[config.mk]
export PLATFORM = sky130hd
export DESIGN_NAME = page_window_xlat
export DESIGN_NICKNAME = d
export VERILOG_FILES = /design/src/rtl/pgwin_pkg.sv /design/src/rtl/pgwin_page_reg.sv /design/src/rtl/pgwin_slot_decode.sv /design/src/rtl/pgwin_addr_compose.sv /design/src/rtl/page_window_xlat.sv
export SDC_FILE = /design/constraint.sdc
export NUM_CORES = 1
export LEC_CHECK = 0
export BUFFER_PORTS_ARGS = -buffer_cell sky130_fd_sc_hd__buf_2
export CAP_MARGIN = 20
export CORE_MARGIN = 2
export CORE_UTILIZATION = 22
export DETAILED_ROUTE_END_ITERATION = 10
export MAX_ROUTING_LAYER = met4
export PLACE_DENSITY_LB_ADDON = 0.3
export SLEW_MARGIN = 10
export SYNTH_ARGS = -nofsm -noshare
export SYNTH_HDL_FRONTEND = slang
export SYNTH_SLANG_ARGS = --single-unit
[constraint.sdc]
create_clock -name clk -period 1 [get_ports clk]
set_clock_uncertainty 0.2 [all_clocks]
set_input_delay 0.3 -clock clk [delete_from_list [all_inputs] [get_ports clk]]
set_output_delay 0.3 -clock clk [all_outputs]
set_load 0.02 [all_outputs]
[src/rtl/pgwin_pkg.sv]
package pgwin_pkg;

   typedef enum logic [1:0] {
      REGION_RAM    = 2'd0,
      REGION_FIXED  = 2'd1,
      REGION_WINDOW = 2'd2
   } region_e;

endpackage

[src/rtl/pgwin_page_reg.sv]
module pgwin_page_reg #(
   parameter int unsigned REG_W      = 8,
   parameter int unsigned PSEL_W     = 3,
   parameter int unsigned RESET_PAGE = 2
) (
   input  logic              clk,
   input  logic              rst_n,
   input  logic              we,
   input  logic [REG_W-1:0]  wdata,
   output logic [PSEL_W-1:0] page_q,
   output logic [REG_W-1:0]  rdata
);

   localparam logic [PSEL_W-1:0] RST_VAL = PSEL_W'(RESET_PAGE);

   logic unused_wbits;
   assign unused_wbits = ^wdata[REG_W-1:PSEL_W];

   always_ff @(posedge clk or negedge rst_n) begin
      if (!rst_n)  page_q <= RST_VAL;
      else if (we) page_q <= wdata[PSEL_W-1:0];
   end

   always_comb begin
      rdata = '0;
      rdata[PSEL_W-1:0] = page_q;
   end

   // a write is visible on the read port one cycle later
   a_r7_write_lands: assert property (@(posedge clk) disable iff (!rst_n)
      we |=> (rdata[PSEL_W-1:0] == $past(wdata[PSEL_W-1:0])));

   // no write, no change
   a_r9_hold: assert property (@(posedge clk) disable iff (!rst_n)
      !we |=> $stable(page_q));

   // upper read bits are always zero
   a_r6_upper_zero: assert property (@(posedge clk) disable iff (!rst_n)
      rdata[REG_W-1:PSEL_W] == '0);

endmodule

[src/rtl/pgwin_slot_decode.sv]
module pgwin_slot_decode
   import pgwin_pkg::*;
#(
   parameter int unsigned SLOT_W      = 2,
   parameter int unsigned PSEL_W      = 3,
   parameter int unsigned RAM_SLOT    = 0,
   parameter int unsigned WINDOW_SLOT = 2,
   parameter logic [(2**SLOT_W)*PSEL_W-1:0] FIXED_MAP = {3'd3, 3'd2, 3'd1, 3'd0}
) (
   input  logic [SLOT_W-1:0] slot,
   input  logic [PSEL_W-1:0] page_q,
   output region_e           region,
   output logic [PSEL_W-1:0] phys_page
);

   localparam int unsigned NUM_SLOTS = 2**SLOT_W;

   logic [PSEL_W-1:0] slot_page [NUM_SLOTS];
   region_e           slot_kind [NUM_SLOTS];

   for (genvar i = 0; i < NUM_SLOTS; i++) begin : g_slot
      if (i == RAM_SLOT) begin : g_ram
         assign slot_page[i] = '0;
         assign slot_kind[i] = REGION_RAM;
      end else if (i == WINDOW_SLOT) begin : g_win
         assign slot_page[i] = page_q;
         assign slot_kind[i] = REGION_WINDOW;
      end else begin : g_fix
         assign slot_page[i] = FIXED_MAP[i*PSEL_W +: PSEL_W];
         assign slot_kind[i] = REGION_FIXED;
      end
   end

   assign phys_page = slot_page[slot];
   assign region    = slot_kind[slot];

endmodule

[src/rtl/pgwin_addr_compose.sv]
module pgwin_addr_compose
   import pgwin_pkg::*;
#(
   parameter int unsigned PAGE_AW = 14,
   parameter int unsigned PSEL_W  = 3,
   localparam int unsigned PHYS_AW = PAGE_AW + PSEL_W
) (
   input  region_e            region,
   input  logic [PSEL_W-1:0]  phys_page,
   input  logic [PAGE_AW-1:0] offset,
   output logic [PHYS_AW-1:0] phys_addr,
   output logic               sel_ram,
   output logic               sel_flash
);

   always_comb begin
      sel_ram   = (region == REGION_RAM);
      sel_flash = !sel_ram;
      phys_addr = {phys_page, offset};
   end

   // RAM accesses never carry a page number
   always_comb begin
      if (sel_ram)
         a_r5_ram_unpaged: assert (phys_addr[PHYS_AW-1:PAGE_AW] == '0 || $isunknown(phys_page));
   end

endmodule

[src/rtl/page_window_xlat.sv]
module page_window_xlat #(
   parameter int unsigned LOG_AW      = 16,
   parameter int unsigned PAGE_AW     = 14,
   parameter int unsigned PSEL_W      = 3,
   parameter int unsigned REG_W       = 8,
   parameter int unsigned RESET_PAGE  = 2,
   parameter int unsigned RAM_SLOT    = 0,
   parameter int unsigned WINDOW_SLOT = 2,
   parameter logic [(2**(LOG_AW-PAGE_AW))*PSEL_W-1:0] FIXED_MAP = {3'd3, 3'd2, 3'd1, 3'd0}
) (
   input  logic                      clk,
   input  logic                      rst_n,
   input  logic                      cfg_we,
   input  logic [REG_W-1:0]          cfg_wdata,
   output logic [REG_W-1:0]          cfg_rdata,
   input  logic [LOG_AW-1:0]         cpu_addr,
   output logic [PAGE_AW+PSEL_W-1:0] phys_addr,
   output logic                      sel_ram,
   output logic                      sel_flash
);
   import pgwin_pkg::*;

   localparam int unsigned SLOT_W    = LOG_AW - PAGE_AW;
   localparam int unsigned NUM_SLOTS = 2**SLOT_W;
   localparam int unsigned PHYS_AW   = PAGE_AW + PSEL_W;
   localparam logic [SLOT_W-1:0] WIN_IDX = SLOT_W'(WINDOW_SLOT);

   if (PSEL_W > REG_W) begin : g_chk_w
      $error("page field wider than register");
   end
   if (RESET_PAGE >= 2**PSEL_W) begin : g_chk_rst
      $error("reset page out of range");
   end
   if (WINDOW_SLOT == RAM_SLOT || WINDOW_SLOT >= NUM_SLOTS || RAM_SLOT >= NUM_SLOTS) begin : g_chk_slot
      $error("bad slot assignment");
   end

   logic [PSEL_W-1:0] page_q;
   logic [PSEL_W-1:0] phys_page;
   region_e           region;

   pgwin_page_reg #(
      .REG_W(REG_W), .PSEL_W(PSEL_W), .RESET_PAGE(RESET_PAGE)
   ) u_reg (
      .clk(clk), .rst_n(rst_n), .we(cfg_we), .wdata(cfg_wdata),
      .page_q(page_q), .rdata(cfg_rdata)
   );

   pgwin_slot_decode #(
      .SLOT_W(SLOT_W), .PSEL_W(PSEL_W), .RAM_SLOT(RAM_SLOT),
      .WINDOW_SLOT(WINDOW_SLOT), .FIXED_MAP(FIXED_MAP)
   ) u_dec (
      .slot(cpu_addr[LOG_AW-1:PAGE_AW]), .page_q(page_q),
      .region(region), .phys_page(phys_page)
   );

   pgwin_addr_compose #(
      .PAGE_AW(PAGE_AW), .PSEL_W(PSEL_W)
   ) u_cmp (
      .region(region), .phys_page(phys_page), .offset(cpu_addr[PAGE_AW-1:0]),
      .phys_addr(phys_addr), .sel_ram(sel_ram), .sel_flash(sel_flash)
   );

   // one region at a time
   a_r8_one_region: assert property (@(posedge clk) disable iff (!rst_n)
      $onehot({sel_ram, sel_flash}));

   // window page follows the register
   a_r2_window_follows: assert property (@(posedge clk) disable iff (!rst_n)
      (cpu_addr[LOG_AW-1:PAGE_AW] == WIN_IDX) |->
         (phys_addr[PHYS_AW-1:PAGE_AW] == cfg_rdata[PSEL_W-1:0] && sel_flash));

   // the in-page offset is always passed through
   a_r2_offset_through: assert property (@(posedge clk) disable iff (!rst_n)
      phys_addr[PAGE_AW-1:0] == cpu_addr[PAGE_AW-1:0]);

   // fixed slots do not move when the register is written
   a_r4_fixed_stable: assert property (@(posedge clk) disable iff (!rst_n)
      (cpu_addr[LOG_AW-1:PAGE_AW] != WIN_IDX && $stable(cpu_addr)) |-> $stable(phys_addr));

endmodule

==> metrics.csv <==
metric,value,unit
total power per unit cell area,1340,nW/um^2
Setup Crit Path Kind,reg -> out,
Post-DP Area,293,sq um
most numerous cell in the Yosys netlist,buf_4,
vias in the first global route,182,
Ports,54,
Final Hold Viols,0,
DR WL/cell,9.41,um
Synth Warn #,0,
gr usage total,7.73,%
Max VDD drop,0.512,mV
post-layout min period,1490,ps
top post-synthesis cells by area,"buf_4, dfrtp_1, mux2_2, dfstp_2, and3b_1",
Yosys top cell area share,49.1,%
initial antenna violation count,0,
Filler cells,142,
asr flop ratio synth,100,%
standard-cell rows,13,
clk buf depth,2,
GR Overflow Total,0,
die width,40.3,um
startpoint types,flip-flop,
Clock Latency Late Sink,230,ps
"Reg clk slew, reported paths",40,ps
Final Non-Filler Cells,54,
largest net degree at the start of global routing,6,
Seq cells post-synth,3,
first-pass GRT wire length,710,um
Netlist Area Pre-Place,290,sq um
Max Cap Viol,0,
P_leak,0.199,nW
# placed instances,48,
Core Area,1270,sq um
Post-Syn Area per Cell,9.36,sq um
largest area contributor in the netlist,buf_4,
largest registers,u_reg.page_q (3),
max FFs per register,3,
clock sinks,3,
Unique masters post-synth,10,
failing checks,setup timing,
detailed-route vias per instance,3.56,
Reg area,78.8,sq um
"Most flops, register",u_reg.page_q,
Antenna Cells,0,
Root Driver,clkbuf_4,
"Top FF cell, synth",dfrtp_1,
crit path DAT,990,ps
routed wire length,508,um
Starting DRT DRC Count,0,
crit end category,output pin,
multi-input combinational cell area,105,sq um
"EDFF count, synth",0,
drc violations,0,
status,"finished, violations left",
Die Span Y,40.3,um
Final setup viols,10,
pre-CTS WS,-338,ps
utilization after layout,32.1,%
Final Max Slew Viols,0,
post-route ant nets,0,
Max Clk Rate,0.671,GHz
setup_tns,-3150,ps
RSZ-0062 raised after global routing,yes,
die area,1630,sq um
starting density of the core,22.9,%
Mapped Cells,31,
final worst slack,-489,ps
sequential element share of the synthesized area,26.3,%
post-layout instance area,408,sq um
critical path required time,500,ps
most frequent cells after synthesis,"buf_4, mux2_2, dfrtp_1",
via count,192,
layout cell share with drive strength beyond 1,79.5,%
GPL Wtd Cong,0.628,
Final #Nets,67,
Hold WC Path Type,in -> reg,
I/O Buffers,15,
final worst path period share,149,%
CTS buffer count,3,
area grow syn2layout,40.5,%
crit-path max FO,3,
CTS tree,done,
Max H-tree Level,1,
iteration count of the initial detailed-routing pass,1,
[placed cells by master, fill, tap and decap left out, types with 2 or more instances in the layout]
master    count
dfrtp_2       2
buf_2         6
buf_6        11
clkbuf_4      3
mux2_2        3
conb_1        5
[path summary, 6_finish.rpt]
check,startpoint,end,slack (ps),depth (start not counted)
max,u_reg.page_q[1],phys_addr[15],-490,2
min,cfg_wdata[2],u_reg.page_q[2],100,2
max reg2reg,u_reg.page_q[0],u_reg.page_q[0],-90,2
min reg2reg,u_reg.page_q[2],u_reg.page_q[2],400,2
max in group asynchronous,rst_n,u_reg.page_q[1],210,2
min in group asynchronous,rst_n,u_reg.page_q[2],190,2
[final cells by class]
type / instances / area share, %
clock buffers: 4 / 6.44
well taps: 15 / 4.60
repair buffers: 19 / 43.9
flip-flops and latches: 3 / 19.3
multi-input cells: 13 / 25.8
[what timing repair did]
action | CTS | global route
hold endpoints to repair | 3 | 0
gates cloned | 0 | 0
setup endpoints to repair | 10 | 10
setup buffers | 1 | 0
hold buffers | 1 | 0
gates resized for setup | 22 | 0
pin swaps | 1 | 0
[critical path, cell delays in order, from the launching register on]
cell	delay [ps]
dfstp_2	530
o21a_4	120
buf_6	100
[through the flow]
step / hold WS, ps / total power (W)
after floorplan: -196 / 0.000324
after CTS: 90.9 / 0.000560
after global placement: -98.9 / 0.000287
after global routing: 85.0 / 0.000595
after detailed placement: -99.7 / 0.000288
final: 98.2 / 0.000546
[power by group]
part | internal, W | switching (W) | total (W)
sequential | 0.000139 | 0.00000909 | 0.000148
clock | 0.000149 | 0.0000616 | 0.000211
combinational | 0.000101 | 0.0000858 | 0.000187
total | 0.000390 | 0.000156 | 0.000546
[layer usage]
metal | GRT usage (%) | vias up | part of all wire, %
met5 | - | - | 0
met4 | 6.67 | 0 | 0
met3 | 7.78 | 0 | 19
met2 | 10.3 | 18 | 50
met1 | 5.96 | 83 | 30
li1 | - | 91 | -
[cell families after synthesis]
kind of cell,after synthesis,share of synthesized area (%)
flops,3,26.3
compound gates,2,5.17
buf+inv,19,49.1
other cells,1,1.29
simple gates,3,6.47
mux,3,11.6
Note: power is estimated with default switching activity, not from simulation.
